$ cat src/rtl/adc_so_pkg.sv
`timescale 1ns/1ps
package adc_so_pkg;
  typedef enum logic [1:0] {
    ST_CONV  = 2'd0,  // conversion running, end-of-conversion flag high
    ST_READY = 2'd1,  // result held, waiting for chip select
    ST_SHIFT = 2'd2   // frame leaving the port
  } ser_state_e;
endpackage

$ cat src/rtl/adc_so_por_timer.sv
`timescale 1ns/1ps
module adc_so_por_timer #(
  parameter int POR_CYCLES = 100000
) (
  input  logic clk,
  input  logic rst_n,
  output logic por_active,
  output logic por_end
);
  localparam int CW = $clog2(POR_CYCLES + 1);

  logic [CW-1:0] cnt_q;

  always_ff @(posedge clk) begin
    if (!rst_n) begin
      cnt_q      <= '0;
      por_active <= 1'b1;
    end else if (por_active) begin
      if (cnt_q == CW'(POR_CYCLES - 1)) por_active <= 1'b0;
      else                              cnt_q      <= cnt_q + 1'b1;
    end
  end

  assign por_end = por_active && (cnt_q == CW'(POR_CYCLES - 1));
endmodule

$ cat src/rtl/adc_so_mode_sel.sv
`timescale 1ns/1ps
module adc_so_mode_sel (
  input  logic clk,
  input  logic rst_n,
  input  logic por_active,
  input  logic por_end,
  input  logic cs_n,
  input  logic sck_pin,
  output logic int_mode,
  output logic cs_rise
);
  logic cs_q;

  always_ff @(posedge clk) begin
    if (!rst_n) begin
      cs_q     <= 1'b1;
      int_mode <= 1'b1;
    end else begin
      cs_q <= cs_n;
      if (por_end)                           int_mode <= sck_pin;
      else if (!por_active && cs_q && !cs_n) int_mode <= sck_pin;
    end
  end

  assign cs_rise = !cs_q && cs_n;
endmodule

$ cat src/rtl/adc_so_serializer.sv
`timescale 1ns/1ps
module adc_so_serializer
  import adc_so_pkg::*;
#(
  parameter int DATA_W   = 22,
  parameter int HALF_CYC = 4
) (
  input  logic              clk,
  input  logic              rst_n,
  input  logic              por_active,
  input  logic              int_mode,
  input  logic              cs_n,
  input  logic              cs_rise,
  input  logic              sck_pin,
  input  logic              res_valid,
  input  logic [DATA_W-1:0] res_data,
  output logic              res_ready,
  output logic              sdo,
  output logic              sck_drv
);
  localparam int FRAME_W = DATA_W + 2;
  localparam int IDX_W   = $clog2(FRAME_W);
  localparam int DIV_W   = $clog2(HALF_CYC + 1);

  ser_state_e         state_q;
  logic [FRAME_W-1:0] frame_q;
  logic [IDX_W-1:0]   idx_q;
  logic               ph_q;
  logic [DIV_W-1:0]   dcnt_q;
  logic               sck_q;

  always_ff @(posedge clk) begin
    if (!rst_n || por_active) begin
      state_q <= ST_CONV;
      frame_q <= '0;
      idx_q   <= '0;
      ph_q    <= 1'b1;
      dcnt_q  <= '0;
      sck_q   <= 1'b1;
    end else begin
      sck_q <= sck_pin;
      unique case (state_q)
        ST_CONV: begin
          if (res_valid) begin
            frame_q <= {2'b00, res_data};
            state_q <= ST_READY;
          end
        end
        ST_READY: begin
          if (!cs_n) begin
            state_q <= ST_SHIFT;
            idx_q   <= IDX_W'(FRAME_W - 1);
            ph_q    <= 1'b1;
            dcnt_q  <= '0;
          end
        end
        ST_SHIFT: begin
          if (cs_rise) begin
            state_q <= ST_CONV;
            ph_q    <= 1'b1;
          end else if (int_mode) begin
            if (dcnt_q == DIV_W'(HALF_CYC - 1)) begin
              dcnt_q <= '0;
              if (ph_q) begin
                if (idx_q == '0) state_q <= ST_CONV;
                else begin
                  ph_q  <= 1'b0;
                  idx_q <= idx_q - 1'b1;
                end
              end else begin
                ph_q <= 1'b1;
              end
            end else begin
              dcnt_q <= dcnt_q + 1'b1;
            end
          end else if (sck_q && !sck_pin) begin
            if (idx_q == '0) state_q <= ST_CONV;
            else             idx_q   <= idx_q - 1'b1;
          end
        end
        default: state_q <= ST_CONV;
      endcase
    end
  end

  always_comb begin
    res_ready = 1'b0;
    sdo       = 1'b1;
    sck_drv   = 1'b1;
    unique case (state_q)
      ST_CONV: res_ready = !por_active;
      ST_READY: begin
        sdo     = frame_q[FRAME_W-1];
        sck_drv = 1'b0;
      end
      ST_SHIFT: begin
        sdo     = frame_q[idx_q];
        sck_drv = ph_q;
      end
      default: ;
    endcase
  end
endmodule

$ cat src/rtl/adc_serout_ctrl.sv
`timescale 1ns/1ps
module adc_serout_ctrl #(
  parameter int DATA_W     = 22,
  parameter int POR_CYCLES = 100000,
  parameter int HALF_CYC   = 4
) (
  input  logic              clk,
  input  logic              rst_n,
  input  logic              cs_n,
  input  logic              sck_pin,
  input  logic              res_valid,
  input  logic [DATA_W-1:0] res_data,
  output logic              res_ready,
  output logic              sdo,
  output logic              sck_out,
  output logic              sck_oe,
  output logic              pullup_en
);
  logic por_active, por_end, int_mode, cs_rise;

  adc_so_por_timer #(.POR_CYCLES(POR_CYCLES)) por_i (
    .clk(clk), .rst_n(rst_n), .por_active(por_active), .por_end(por_end)
  );

  adc_so_mode_sel mode_i (
    .clk(clk), .rst_n(rst_n), .por_active(por_active), .por_end(por_end),
    .cs_n(cs_n), .sck_pin(sck_pin), .int_mode(int_mode), .cs_rise(cs_rise)
  );

  adc_so_serializer #(.DATA_W(DATA_W), .HALF_CYC(HALF_CYC)) ser_i (
    .clk(clk), .rst_n(rst_n), .por_active(por_active), .int_mode(int_mode),
    .cs_n(cs_n), .cs_rise(cs_rise), .sck_pin(sck_pin),
    .res_valid(res_valid), .res_data(res_data), .res_ready(res_ready),
    .sdo(sdo), .sck_drv(sck_out)
  );

  assign sck_oe    = int_mode && !por_active;
  assign pullup_en = sck_pin && (por_active || int_mode);
endmodule

$ cat config.mk
export PLATFORM = sky130hd
export DESIGN_NAME = adc_serout_ctrl
export DESIGN_NICKNAME = d
export VERILOG_FILES = /design/src/rtl/adc_so_pkg.sv /design/src/rtl/adc_so_por_timer.sv /design/src/rtl/adc_so_mode_sel.sv /design/src/rtl/adc_so_serializer.sv /design/src/rtl/adc_serout_ctrl.sv
export SDC_FILE = /design/constraint.sdc
export NUM_CORES = 1
export LEC_CHECK = 0
export CAP_MARGIN = 30
export CORE_ASPECT_RATIO = 2
export CORE_MARGIN = 2
export CORE_UTILIZATION = 60
export DETAILED_ROUTE_END_ITERATION = 10
export DONT_BUFFER_PORTS = 1
export PLACE_DENSITY = 0.76
export SLEW_MARGIN = 20
export SYNTH_ARGS = -nofsm -noshare
export SYNTH_HDL_FRONTEND = slang
export SYNTH_SLANG_ARGS = --single-unit
$ cat constraint.sdc
create_clock -name clk -period 2.64 [get_ports clk]
set_input_delay 0.66 -clock clk [delete_from_list [all_inputs] [get_ports clk]]
set_output_delay 0.66 -clock clk [all_outputs]
set_load 0.01 [all_outputs]
==> flow_summary.toml, run 1 <==
[worst_setup_path]
crit_slowest_cell = "dfxtp_1"
worstPathCellList = "nor2_1, a2111oi_1, nand3_1, nand4_1"
crit_buf_inv = 0
worstPathMaxFanout = 10
cp_top_family = "flip-flops"
critPathLaunchType = "flip-flop"
crit_arrival_ns = 1.80
slowest_delay_ns = 0.56
crit_type = "reg2out"
cp.required_ns = 1.98
cp-end-kind = "primary output"

[synth]
yosysTopAreaCell = "dfxtp_1"
synth_cell_type_count = 52
synthMostInstantiatedCell = "nand2_1"
syn_inst = 318
yosys-top-cells-count = "62 x nand2_1, 54 x dfxtp_1, 42 x a21oi_1, 13 x clkbuf_1"
ys_top_cells_by_area = "dfxtp_1 41%, nand2_1 8.8%, a21oi_1 7.9%, mux2i_1 3.4%, o31ai_1 2.5%"
async_reset_ff_frac = 0
synth_ff_type = "dfxtp_1"
synth-xor-area-share = 0.00331
ys_ff_latch = 54
synth-compound-area-share = 0.187
netlist.area_leader.share = 0.408
synth-adder-area-share = 0.0142
avgSynthCellArea_um2 = 8.33
syn_nets = 348
syn_area_um2 = 2650
synthSimpleGateAreaFrac = 0.270
yosysWarnings = 0
synth_top_family_by_area = "simple AND/OR/NAND/NOR gates"
synth_mux_area_frac = 0.0637
seq_area_frac_synth = 0.408
synth_edf_count = 0

[layout]
drive_above_1_share = 0.0962
area_delta_synth_final_pct = 4.20
antennaDiodeCount = 0
nets = 341

[floorplanning]
initial_utilization = 0.617
die_w_um = 51.0
io_pins = 32
core_um2 = 4300
die_area_um2 = 5000
die_h_um = 98.0
num_rows = 34

[global_routing]
grt_pass1_wl_um = 9670
antenna_found_initial = 0
track_usage = 0.250
grt_max_degree = 24
grt_pass1_vias = 2199
grt.overflow.total = 0

[route]
first_pass_iters = 4
vias = 2234
routedWlPerCell_um = 15.8
drtIter0Drc = 41
drc = 0
antenna_left = 0
routed_wl_um = 5800
viasPerCell = 6.10

[clocking]
cts_sinks = 54
clkTransAtPathRegs_ns = 0.10
cts_buffers = 5
htree_levels = 2
clockBufferDepth = 2
cts_hold_buf = 0
insertion_delay_ns = 0.31
cts-root-buf = "clkbuf_8"
cts_tree = "yes"

[sta]
fin_ws_ns = 0.182
slew_violations = 0
setup_viol = 0
min_period_ns = 2.46
fmax_mhz = 407
fin_setup_tns_ns = 0
holdWs_ns = 0.413
rsz0062_at_grt = "false"
worst_pin_slew_ns = 0.769
skew_ns = 0.00669
post-route-period-util = 0.931
finalHoldViolCount = 0
slew_headroom = 0.487

[placement]
place_ws_ns = 0.437
dp_hpwl_um = 4290
port-buffer-count = 0
place_congestion = 0.955

[job]
maxCapViolations = 0

[min_path]
hold_class = "in2reg"

[status]
status = "complete, no violations"

[power_and_ir_drop]
power.density_nw_per_um2 = 483
p_leak_nw = 0.938
ir_drop_mv = 0.455
==> layer usage <==
layer | vias up | wire length [um] | global-route usage
met4 | 0 | 122 | 0.121
met3 | 9 | 162 | 0.0398
met5 | - | 0 | 0
met2 | 46 | 3400 | 0.483
met1 | 1057 | 2120 | 0.241
li1 | 1122 | - | -
==> flip-flops by register name, indices dropped and copies added (netlist names) <==
| name | count |
|---|---|
| ser_i.sck_q | 1 |
| mode_i.cs_q | 1 |
| ser_i.idx_q | 5 |
| ser_i.ph_q | 1 |
| ser_i.dcnt_q | 3 |
| ser_i.frame_q | 22 |
| por_i.por_active | 1 |
| por_i.cnt_q | 17 |
| mode_i.int_mode | 1 |
| ser_i.state_q | 2 |
==> kinds of logic (layout without fill, tap and decap cells) <==
group,count (synthesis),in the layout
flip-flops,54,54
AND/OR/NAND/NOR,139,139
AO/OA/AOI/OAI,77,77
XOR/XNOR,1,1
multiplexers,14,14
adder cells (fa/ha/maj),3,3
buffers and inverters,30,24
==> final cells by class <==
class                   instances  area (um^2)
clock buffers                   5         68.8
fillers                       388         1540
repair buffers                  6         45.0
well taps                      54         67.6
multi-input cells             234         1430
flip-flops and latches         54         1080
clock inverters                 3         26.3
inverters                      10         37.5
==> metrics by stage <==
stage / power (mW) / util / instance area, um^2 / cells
final: 1.33 / 0.643 / 2760 / 366
after global routing: 1.38 / 0.643 / 2760 / 366
after CTS: 1.35 / 0.641 / 2750 / 366
after detailed placement: 0.879 / 0.619 / 2660 / 358
after global placement: 0.878 / 0.619 / 2660 / 358
after floorplan: 0.873 / - / 2650 / 318
==> repair_timing <==
action,CTS,global route
endpoints found under the setup margin,0,1
gates resized for setup,0,4
buffers inserted,0,0
==> power breakdown <==
group | leakage (nW) | switching [mW] | total [mW] | internal (mW)
Clock | 0.0483 | 0.282 | 0.474 | 0.192
Sequential | 0.436 | 0.00464 | 0.823 | 0.819
Combinational | 0.454 | 0.0246 | 0.0364 | 0.0119
Total | 0.938 | 0.311 | 1.33 | 1.02
==> worst paths after layout <==
| path | end | slack, ns | cells past startpoint | from |
|---|---|---|---|---|
| max reg2reg | ser_i.idx_q[0]$_SDFFE_PP0P_ | 0.56 | 7 | ser_i.idx_q[0]$_SDFFE_PP0P_ |
| max | sdo | 0.18 | 4 | ser_i.idx_q[1]$_SDFFE_PP0P_ |
| min | mode_i.cs_q$_SDFF_PN1_ | 0.41 | 1 | rst_n |
| min reg2reg | ser_i.frame_q[0]$_SDFFE_PP0P_ | 0.46 | 2 | ser_i.frame_q[0]$_SDFFE_PP0P_ |
==> layout by cell type (no fill, tap or decap), drive strengths merged, types with 5 or more instances in the layout <==
cell	n
clkbuf	5
buf	6
dfxtp	54
nor2b	6
nor2	11
o31ai	9
nand2b	7
nand4	5
nand2	62
or4	9
nand3	11
a21oi	42
mux2i	9
inv	10
Power figures use the tool's default switching activity.
==> run 2, diff against run 1 <==
==> constraint.sdc (replaced) <==
create_clock -name clk -period 2.64 [get_ports clk]
set_input_delay 0.396 -clock clk [delete_from_list [all_inputs] [get_ports clk]]
set_output_delay 0.396 -clock clk [all_outputs]
set_load 0.01 [all_outputs]
==> flow_summary.toml, run 2 (synthesis results as in run 1) <==
[route]
viasPerCell = 6.19
antenna_left = 0
first_pass_iters = 4
routed_wl_um = 5720
drtIter0Drc = 52
routedWlPerCell_um = 15.8
drc = 0
vias = 2248

[clocking]
cts_tree = "yes"
cts_hold_buf = 0
htree_levels = 2
cts_buffers = 5
cts-root-buf = "clkbuf_8"
clkTransAtPathRegs_ns = 0.09
clockBufferDepth = 2
cts_sinks = 54
insertion_delay_ns = 0.30

[floorplanning]
die_w_um = 51.0
num_rows = 34
die_h_um = 98.0
core_um2 = 4300
initial_utilization = 0.617
die_area_um2 = 5000
io_pins = 32

[sta]
setup_viol = 0
rsz0062_at_grt = "false"
skew_ns = 0.00875
fin_ws_ns = 0.275
worst_pin_slew_ns = 0.731
holdWs_ns = 0.152
fmax_mhz = 423
post-route-period-util = 0.896
min_period_ns = 2.37
fin_setup_tns_ns = 0
slew_headroom = 0.512
finalHoldViolCount = 0
slew_violations = 0

[global_routing]
antenna_found_initial = 0
grt_pass1_vias = 2028
grt_pass1_wl_um = 9230
grt_max_degree = 34
track_usage = 0.242
grt.overflow.total = 0

[layout]
design_area_um2 = 2740
stdcell_count = 363
area_delta_synth_final_pct = 3.49
multi_input_area_um2 = 1430
final_core_util = 0.638
n_fill_cell = 412
reg.largest.list = "ser_i.frame_q (22), por_i.cnt_q (17), ser_i.idx_q (5)"
top_register = "ser_i.frame_q"
layout_common_cells = "62 x nand2_1, 53 x dfxtp_1, 42 x a21oi_1"
drive_above_1_share = 0.0777
antennaDiodeCount = 0
final_common_cell = "nand2_1"
register_area_um2 = 1080
nets = 338
largest_reg_flops = 22

[worst_setup_path]
cp-end-kind = "primary output"
worstPathCellList = "nor2_1, a2111oi_0, a32oi_1, nand4_1"
slowest_delay_ns = 0.58
critPathLaunchType = "flip-flop"
crit_type = "reg2out"
crit_slowest_cell = "dfxtp_1"
cp.required_ns = 2.24
crit_arrival_ns = 1.97
worstPathMaxFanout = 10

[status]
status = "complete, no violations"

[power_and_ir_drop]
ir_drop_mv = 0.412
p_total_mw = 1.39
power.density_nw_per_um2 = 508
p_leak_nw = 0.925

[placement]
place_ws_ns = 0.483
port-buffer-count = 0
dp.cells = 355
dp_hpwl_um = 4220
place_congestion = 0.923
place_area_um2 = 2640

[min_path]
hold_class = "in2reg"

[job]
maxCapViolations = 0
## run 2: report_power, final
group | internal, mW | switching (mW)
registers | 0.818 | 0.00472
logic | 0.0118 | 0.0245
clock network | 0.284 | 0.251
## run 2: layer usage
| layer | track usage | vias to the layer above | part of all wire |
|---|---|---|---|
| met5 | 0 | - | 0 |
| met4 | 0.116 | 0 | 0.030 |
| met3 | 0.0505 | 16 | 0.041 |
| met2 | 0.471 | 50 | 0.57 |
| met1 | 0.220 | 1067 | 0.36 |
| li1 | - | 1115 | - |
## run 2: layout make-up
cell class	instances	share of cell area
clock buffers	7	0.0278
clock inverters	1	0.0109
inverters	10	0.0137
multi-input cells	234	0.520
flip-flops and latches	54	0.395
well taps	54	0.0246
repair buffers	3	0.00821
## run 2: worst paths after layout
path	startpoint	to	slack [ns]	cells past startpoint
min reg2reg	ser_i.frame_q[1]$_SDFFE_PP0P_	ser_i.frame_q[1]$_SDFFE_PP0P_	0.46	2
max	ser_i.idx_q[1]$_SDFFE_PP0P_	sdo	0.27	4
min	rst_n	mode_i.cs_q$_SDFF_PN1_	0.15	1
max reg2reg	por_i.cnt_q[8]$_SDFFE_PN0P_	mode_i.int_mode$_SDFFE_PN1P_	0.60	5
## run 2: critical path, delay by kind of cell (launching register included)
family	cells	cell delay, ns
AOI/OAI and AO/OA	2	0.77
DFF	1	0.58
and+or+nand+nor	2	0.33
## run 2: repair_timing
action | 4_1_cts | 5_1_grt
gates resized for setup | 0 | 1
setup buffers | 0 | 0
endpoints found under the setup margin | 0 | 1
